### config.mk
export PLATFORM = sky130hd
export DESIGN_NAME = frame_phase_sync
export DESIGN_NICKNAME = d
export VERILOG_FILES = /design/src/rtl/fps_pkg.sv /design/src/rtl/fps_lane.sv /design/src/rtl/fps_pick.sv /design/src/rtl/fps_asm.sv /design/src/rtl/frame_phase_sync.sv
export SDC_FILE = /design/constraint.sdc
export NUM_CORES = 1
export LEC_CHECK = 0
export BUFFER_PORTS_ARGS = -buffer_cell sky130_fd_sc_hd__clkbuf_2
export CAP_MARGIN = 25
export CORE_UTILIZATION = 45
export DETAILED_ROUTE_END_ITERATION = 12
export PLACE_DENSITY = 0.61
export SETUP_SLACK_MARGIN = 0.4
export SLEW_MARGIN = 10
export SYNTH_ARGS = -nofsm -noshare
export SYNTH_HDL_FRONTEND = slang
export SYNTH_SLANG_ARGS = --single-unit
### constraint.sdc
create_clock -name clk -period 8.7 [get_ports clk]
set_input_delay 0.87 -clock clk [delete_from_list [all_inputs] [get_ports clk]]
set_output_delay 0.87 -clock clk [all_outputs]
set_load 0.03 [all_outputs]
### src/rtl/fps_pkg.sv
`timescale 1ns/1ps
package fps_pkg;
    typedef enum logic [0:0] {
        ST_HUNT  = 1'b0,
        ST_TRACK = 1'b1
    } fps_state_e;
endpackage

### src/rtl/fps_lane.sv
`timescale 1ns/1ps
module fps_lane #(
    parameter int               WORD_W = 16,
    parameter logic [WORD_W-1:0] SYNC   = 16'hE25B
) (
    input  logic clk,
    input  logic rst,
    input  logic smp,
    output logic hit
);
    logic [WORD_W-1:0] hist;

    always_ff @(posedge clk) begin
        if (rst) hist <= '0;
        else     hist <= {hist[WORD_W-2:0], smp};
    end

    // oldest bit must be the guard zero, the rest the header ending with smp
    assign hit = ({hist, smp} == {1'b0, SYNC});
endmodule

### src/rtl/fps_pick.sv
`timescale 1ns/1ps
module fps_pick #(
    parameter int PHASES = 4,
    localparam int SEL_W = (PHASES > 1) ? $clog2(PHASES) : 1
) (
    input  logic [PHASES-1:0] hits,
    output logic [SEL_W-1:0]  pick,
    output logic              any
);
    always_comb begin
        int   lo;
        int   hi;
        logic found;
        logic run;
        lo    = 0;
        hi    = 0;
        found = 1'b0;
        run   = 1'b0;
        for (int i = 0; i < PHASES; i++) begin
            if (hits[i]) begin
                if (!found) begin
                    lo    = i;
                    hi    = i;
                    found = 1'b1;
                    run   = 1'b1;
                end else if (run) begin
                    hi = i;
                end
            end else if (found) begin
                run = 1'b0;
            end
        end
        pick = SEL_W'(lo + (hi - lo) / 2);
        any  = |hits;
    end
endmodule

### src/rtl/fps_asm.sv
`timescale 1ns/1ps
module fps_asm #(
    parameter int WORD_W      = 16,
    parameter int FRAME_WORDS = 4,
    localparam int BW = $clog2(WORD_W),
    localparam int CW = $clog2(FRAME_WORDS + 1)
) (
    input  logic              clk,
    input  logic              rst,
    input  logic              clear,
    input  logic              en,
    input  logic              bit_in,
    output logic [WORD_W-1:0] word,
    output logic              valid,
    output logic              frame_done
);
    logic [WORD_W-1:0] shreg;
    logic [BW-1:0]     bit_cnt;
    logic [CW-1:0]     word_cnt;
    logic              bit_last;

    assign bit_last   = (bit_cnt == BW'(WORD_W - 1));
    assign frame_done = en && bit_last && (word_cnt == CW'(FRAME_WORDS - 1));

    always_ff @(posedge clk) begin
        if (rst || clear) begin
            shreg    <= '0;
            bit_cnt  <= '0;
            word_cnt <= '0;
        end else if (en) begin
            shreg   <= {shreg[WORD_W-2:0], bit_in};
            bit_cnt <= bit_last ? '0 : bit_cnt + 1'b1;
            if (bit_last) word_cnt <= word_cnt + 1'b1;
        end
    end

    always_ff @(posedge clk) begin
        if (rst) begin
            word  <= '0;
            valid <= 1'b0;
        end else begin
            valid <= en && bit_last;
            if (en && bit_last) word <= {shreg[WORD_W-2:0], bit_in};
        end
    end
endmodule

### src/rtl/frame_phase_sync.sv
`timescale 1ns/1ps
module frame_phase_sync
    import fps_pkg::*;
#(
    parameter int               PHASES      = 4,
    parameter int               WORD_W      = 16,
    parameter logic [WORD_W-1:0] SYNC_WORD   = 16'hE25B,
    parameter int               FRAME_WORDS = 4,
    localparam int SEL_W = (PHASES > 1) ? $clog2(PHASES) : 1
) (
    input  logic              clk,
    input  logic              rst,
    input  logic [PHASES-1:0] phase_samp,
    output logic [WORD_W-1:0] word_data,
    output logic              word_valid,
    output logic              frame_lock,
    output logic [SEL_W-1:0]  phase_sel
);
    fps_state_e        state, state_nx;
    logic [PHASES-1:0] lane_hit;
    logic [SEL_W-1:0]  pick;
    logic              any_hit;
    logic              frame_done;

    genvar g;
    generate
        for (g = 0; g < PHASES; g++) begin : g_lane
            fps_lane #(.WORD_W(WORD_W), .SYNC(SYNC_WORD)) u_lane (
                .clk (clk),
                .rst (rst),
                .smp (phase_samp[g]),
                .hit (lane_hit[g])
            );
        end
    endgenerate

    fps_pick #(.PHASES(PHASES)) u_pick (
        .hits (lane_hit),
        .pick (pick),
        .any  (any_hit)
    );

    fps_asm #(.WORD_W(WORD_W), .FRAME_WORDS(FRAME_WORDS)) u_asm (
        .clk        (clk),
        .rst        (rst),
        .clear      (state == ST_HUNT),
        .en         (state == ST_TRACK),
        .bit_in     (phase_samp[phase_sel]),
        .word       (word_data),
        .valid      (word_valid),
        .frame_done (frame_done)
    );

    always_comb begin
        state_nx = state;
        unique case (state)
            ST_HUNT:  if (any_hit)    state_nx = ST_TRACK;   // acquire
            ST_TRACK: if (frame_done) state_nx = ST_HUNT;    // release
            default:                  state_nx = ST_HUNT;
        endcase
    end

    always_ff @(posedge clk) begin
        if (rst) state <= ST_HUNT;
        else     state <= state_nx;
    end

    always_ff @(posedge clk) begin
        if (rst) begin
            frame_lock <= 1'b0;
            phase_sel  <= '0;
        end else begin
            frame_lock <= (state_nx == ST_TRACK);
            if (state == ST_HUNT && any_hit) phase_sel <= pick;
        end
    end
endmodule


==> flow_summary.toml, run 1 <==
[clock_network]
clock-sinks = 106
ctsResizeCount = 0
cts.path.max_buffers = 2
cts_tree = "done"
ctsHoldBuffers = 0
cts_max_level = 3
cts_buffers = 9
cts_setup_buffers = 0
clkTransAtPathRegs_ns = 0.09
clock_latency_ns = 0.36
cts_root_buf = "clkbuf_8"

[yosys]
yosysMostFrequentCell = "dfxtp_1"
synth_mux_area_share_pct = 1.03
synth_compound_area_share_pct = 4.17
synth_top_area_share_pct = 60.4
synth_area_per_cell_sq_um = 10.7
synth_cells = 329
yosys.area_share.xor_xnor_pct = 0.748
synth_area_leader_cell = "dfxtp_1"
synth-main-ff-cell = "dfxtp_1"
syn-cell-area_sq_um = 3510
synth_area_leaders = "dfxtp_1 60%, nor2b_1 12%, nand2_1 4.2%"
synth_edf_count = 0
synth_fa_ha_area_share_pct = 2.57
ys_warn_count = 0
yosysUniqueCellTypes = 41
synth-seq-cells = 106
seq_area_frac_synth_pct = 60.4
synthArstFlopShare_pct = 0
synthesis.nets = 341
yosys.area_share.simple_pct = 28.6
synth_top_family_by_area = "simple AND/OR/NAND/NOR gates"
ys_top_cells_by_count = "106 x dfxtp_1, 65 x nor2b_1, 39 x nand2_1"

[power_and_ir_drop]
power_switching_uw = 171
power.density_nw_per_um2 = 207
share_seq_of_total_power_pct = 60.6
pwr-share-clk_pct = 38.0
p_sw_share_pct = 21.3
p_int_uw = 635
combPwrFrac_pct = 1.3
p_leak_nw = 1.46
irDropWorstVdd_v = 0.000102

[sta]
period_share_pct = 39.2
worst_pin_slew_ns = 0.803
maxSlewHeadroom_pct = 46.5
tns_ns = 0
rsz0062_at_grt = "false"
fmax_ghz = 0.293
finClkSkew_ns = 0.0112
fin_crit_ns = 3.41
slew_violations = 0
final-hold-violation-count = 0
setup_violations = 0

[floorplan]
coreArea_sq_um = 7410
initial_core_util_pct = 47.4
dieHeight_um = 90.3
ioPinCount = 26
dieArea_sq_um = 8160
die_x_um = 90.3
core.rowCount = 31

[global_routing]
overflow = 0
antenna_found_initial = 0
gr-usage-all-layers_pct = 14.6
grt_pass1_vias = 2120
grt_pass1_wl_um = 9530
grt_max_degree = 86

[setup_path]
end_kind = "flop"
worstSetupStartpointType = "input pin"
cp_data_required_time_ns = 8.98
path_class = "input pin to flop"
worstPathArrival_ns = 3.70
cp_max_fo = 4

[route]
drt_iter0_drc = 56
firstDrtPassIters = 4
vias = 2113
wl_um = 5280
wire_per_inst_um = 11.6
ant_nets = 0
avgViaCountPerCell = 4.64
drc = 0

[run_status]
status = "finished, final reports clean"

[final_layout]
fin_util_pct = 52.7
insertedDiodeCount = 0
area_delta_synth_final_pct = 11.3
fin_nets = 363
drive_gt1_share_pct = 14.9

[worst_hold_path]
hp-class = "flop to flop"

[placed_design]
port_buffers = 25
dp_hpwl_um = 3430
gp_congestion = 0.786

[flow_run]
max_cap_violations = 0
[area by class of cell]
| class | count | area [sq um] |
|---|---|---|
| Sequential cell | 106 | 2120 |
| Tap cell | 99 | 124 |
| Clock inverter | 6 | 72.6 |
| Clock buffer | 10 | 138 |
| Inverter | 4 | 15.0 |
| Fill cell | 682 | 3500 |
| Timing Repair Buffer | 26 | 133 |
| Multi-Input combinational cell | 204 | 1300 |
[cell families after synthesis]
family	Yosys count
AOI/OAI and AO/OA	27
xor gates and xnor gates	3
adders and majority gates	6
buffers and inverters	19
DFF	106
muxes	2
and+or+nand+nor	166
[per-layer routing]
| metal | share of wire [%] | wire length, um | track usage (%) |
|---|---|---|---|
| met1 | 51 | 2690 | 18.2 |
| met2 | 45 | 2350 | 23.4 |
| met3 | 2.8 | 150 | 4.38 |
| met4 | 1.6 | 87 | 6.45 |
| met5 | 0 | 0 | 0 |
[critical path: stages]
cell      delay, ns
clkbuf_2       0.11
nand4_1        0.08
or3_4          0.34
nor4_4         0.36
nand2b_1       0.10
a21oi_1        0.22
ha_1           0.20
fa_1           0.43
fa_1           0.42
xor2_1         0.18
o31a_1         0.24
a31oi_1        0.15
[state kept, by name, indices dropped and copies added, names as in the netlist]
name	count
u_asm.valid	1
u_asm.word_cnt	3
frame_lock	1
g_lane.u_lane.hist	64
phase_sel	2
u_asm.word	16
u_asm.bit_cnt	4
u_asm.shreg	15
[power groups by stage]
stage | clock, mW | sequential (mW) | combinational, mW
6_report | 0.307 | 0.489 | 0.0108
5_1_grt | 0.338 | 0.490 | 0.0123
4_1_cts | 0.318 | 0.489 | 0.0112
3_5_place_dp | 0 | 0.500 | 0.0112
3_3_place_gp | 0 | 0.500 | 0.0112
2_1_floorplan | 0 | 0.500 | 0.00841
[layout by cell type (no fill, tap or decap), drive strengths merged, types with 6 or more instances in the layout]
| master | count |
|---|---|
| dfxtp | 106 |
| nor2b | 66 |
| nand2 | 41 |
| clkbuf | 35 |
| a21oi | 21 |
| and2 | 17 |
| nor4b | 7 |
| nor2 | 7 |
| nand3 | 6 |
| inv | 6 |
[stage by stage]
stage               total power, mW  setup WS, ns  instance area [sq um]  hold slack, ns  std cells
floorplan                     0.508          5.23                   3510           0.417        329
global placement              0.512          5.02                   3700           0.431        439
detailed placement            0.511          4.89                   3700           0.436        439
CTS                           0.819          5.26                   3910           0.446        455
global route                  0.840          5.07                   3910           0.464        455
finish                        0.807          5.29                   3910           0.445        455
[final timing paths]
path | start | endpoint | slack, ns | cells after the start
max | phase_samp[3] | phase_sel[1]$_SDFFE_PP0P_ | 5.29 | 12
min | u_asm.shreg[14]$_SDFFE_PP0P_ | u_asm.word[15]$_SDFFE_PP0P_ | 0.45 | 2
max reg2reg | g_lane[1].u_lane.hist[10]$_SDFF_PP0_ | phase_sel[1]$_SDFFE_PP0P_ | 5.54 | 11
min reg2reg | u_asm.shreg[14]$_SDFFE_PP0P_ | u_asm.word[15]$_SDFFE_PP0P_ | 0.45 | 2
No activity file was read; power rests on OpenSTA's default activity.
==> run 2: changes to the inputs <==
Settings changed: PLACE_DENSITY 0.61 to 0.63.
Clock period 8.7 ns to 2.8 ns, I/O delays scaled along.
==> run 2 against run 1 <==
Net effect:
- the flow now finishes with violations (setup timing)
- worst hold slack lost 0.27 ns
- sequential share of layout area shrank 2.6 points
- final area grew 5.3%
- register-to-register slack lost 5.7 ns
- critical path depth shrank 2
- largest power group unchanged
- highest routed layer unchanged
==> flow_summary.toml, run 2 (synthesis results as in run 1) <==
[setup_path]
slowest_delay_ns = 0.53
crit_slowest_cell = "fa_2"
cp_top_family = "simple AND/OR/NAND/NOR gates"
r2r-end = "phase_sel[0]$_SDFFE_PP0P_"
path_class = "flop to flop"
r2r-start = "g_lane[1].u_lane.hist[1]$_SDFF_PP0_"
cp.buffers_inverters = 0
r2r_cells = 10
cp_max_fo = 3
cp_data_required_time_ns = 3.08
worstPathArrival_ns = 3.24
worstSetupStartpointType = "flop"
cpMostUsedCell = "fa_2"
worstPathCellList = "nor4bb_2, nand3_1, or3_4, nand2_2, a21oi_2, ha_4, fa_2, fa_2, or3_1, a21oi_1"
rrSetupSlack_ns = -0.16
end_kind = "flop"

[power_and_ir_drop]
power.density_nw_per_um2 = 585
p_leak_nw = 1.54
finalPower_mw = 2.41
irDropWorstVdd_v = 0.000430

[floorplan]
dieHeight_um = 90.3
initial_core_util_pct = 47.4
ioPinCount = 26
core.rowCount = 31
die_x_um = 90.3
coreArea_sq_um = 7410
dieArea_sq_um = 8160

[final_layout]
layout_common_cells = "102 x dfxtp_1, 65 x nor2b_1, 38 x nand2_1"
layout.cells.non_filler = 469
fillCellCount = 651
largest-register = "g_lane.u_lane.hist"
fin_nets = 378
drive_gt1_share_pct = 23.8
multi_input_comb_area_sq_um = 1420
fin_util_pct = 55.5
area_delta_synth_final_pct = 17.1
insertedDiodeCount = 0
reg_top3 = "g_lane.u_lane.hist (64), u_asm.word (16), u_asm.shreg (15)"
final_common_cell = "dfxtp_1"
largest_reg_flops = 64
seqCellArea_sq_um = 2130

[worst_hold_path]
hold_depth = 2
hp-class = "input pin to flop"
min_from = "phase_samp[2]"
min_to = "g_lane[2].u_lane.hist[0]$_SDFF_PP0_"

[clock_network]
cts_max_level = 3
cts.path.max_buffers = 2
clock_latency_ns = 0.36
cts_buffers = 9
clock-sinks = 106
cts_tree = "done"
clkTransAtPathRegs_ns = 0.09
cts_root_buf = "clkbuf_8"

[global_routing]
grt_pass1_vias = 2118
gr-usage-all-layers_pct = 15.0
overflow = 0
grt_max_degree = 70
antenna_found_initial = 0
grt_pass1_wl_um = 9700

[route]
drt_iter0_drc = 57
wire_per_inst_um = 11.8
ant_nets = 0
avgViaCountPerCell = 4.67
vias = 2188
firstDrtPassIters = 4
drc = 0
wl_um = 5550

[sta]
slew_violations = 0
fmax_ghz = 0.338
rsz0062_at_grt = "true"
finClkSkew_ns = 0.0114
setup_violations = 2
maxSlewHeadroom_pct = 49.2
worst_slack_ns = -0.155
worst_pin_slew_ns = 0.759
tns_ns = -0.286
holdWs_ns = 0.172
final-hold-violation-count = 0
period_share_pct = 106
fin_crit_ns = 2.96

[flow_run]
max_cap_violations = 0

[placed_design]
dp_hpwl_um = 3570
port_buffers = 25
gp_congestion = 0.807
dp.cells = 451

[run_status]
failed_checks = "setup timing"
status = "complete, but fails checks"
## run 2: what timing repair did
action / in CTS / in global routing
endpoints found under the setup margin: 2 / 2
hold buffers: 0 / 0
pin swaps: 2 / 5
gates resized for setup: 8 / 10
buffers inserted: 1 / 2
## run 2: per-stage QoR
step	setup WS (ns)	instance area, sq um
after floorplan	-0.0292	3540
after global placement	-0.163	3820
after detailed placement	-0.182	3820
after CTS	-0.165	4040
after global routing	-0.279	4110
final	-0.155	4110
## run 2: worst max path at each step
stage	startpoint	endpoint	depth (start not counted)	slack (ns)
6_report	g_lane[1].u_lane.hist[1]$_SDFF_PP0_	phase_sel[0]$_SDFFE_PP0P_	10	-0.16
5_1_grt	g_lane[1].u_lane.hist[1]$_SDFF_PP0_	phase_sel[1]$_SDFFE_PP0P_	10	-0.28
4_1_cts	g_lane[1].u_lane.hist[1]$_SDFF_PP0_	phase_sel[0]$_SDFFE_PP0P_	10	-0.17
3_5_place_dp	g_lane[1].u_lane.hist[2]$_SDFF_PP0_	phase_sel[1]$_SDFFE_PP0P_	10	-0.18
3_3_place_gp	g_lane[1].u_lane.hist[2]$_SDFF_PP0_	phase_sel[1]$_SDFFE_PP0P_	10	-0.16
2_1_floorplan	g_lane[1].u_lane.hist[2]$_SDFF_PP0_	phase_sel[0]$_SDFFE_PP0P_	10	-0.03
## run 2: cell type report
type	instances	area share [%]
Clock inverter	3	0.609
Timing Repair Buffer	41	5.96
Clock buffer	12	3.77
Sequential cell	106	51.7
Tap cell	99	3.01
Multi-Input combinational cell	204	34.5
Inverter	4	0.365
## run 2: worst reg2reg max path, cell delays in order, from the launching register on
cell and delay, ns:
dfxtp_2 0.33, nor4bb_2 0.28, nand3_1 0.14, or3_4 0.43
nand2_2 0.09, a21oi_2 0.07, ha_4 0.16, fa_2 0.53
fa_2 0.42, or3_1 0.31, a21oi_1 0.14
## run 2: report_power, final
| group | total (mW) | internal (mW) | switching (mW) |
|---|---|---|---|
| combinational | 0.0371 | 0.0133 | 0.0238 |
| sequential | 1.52 | 1.52 | 0.00467 |
| clock | 0.849 | 0.371 | 0.478 |
| total | 2.41 | 1.90 | 0.506 |
## run 2: per-layer routing
metal	vias to the layer above	wire, um	global-route usage (%)	part of all wire, %
met2	27	2350	22.1	42
met5	-	0	0	0
met4	0	129	8.06	2.3
li1	1148	-	-	-
met3	11	135	3.37	2.4
met1	1002	2940	20.5	53
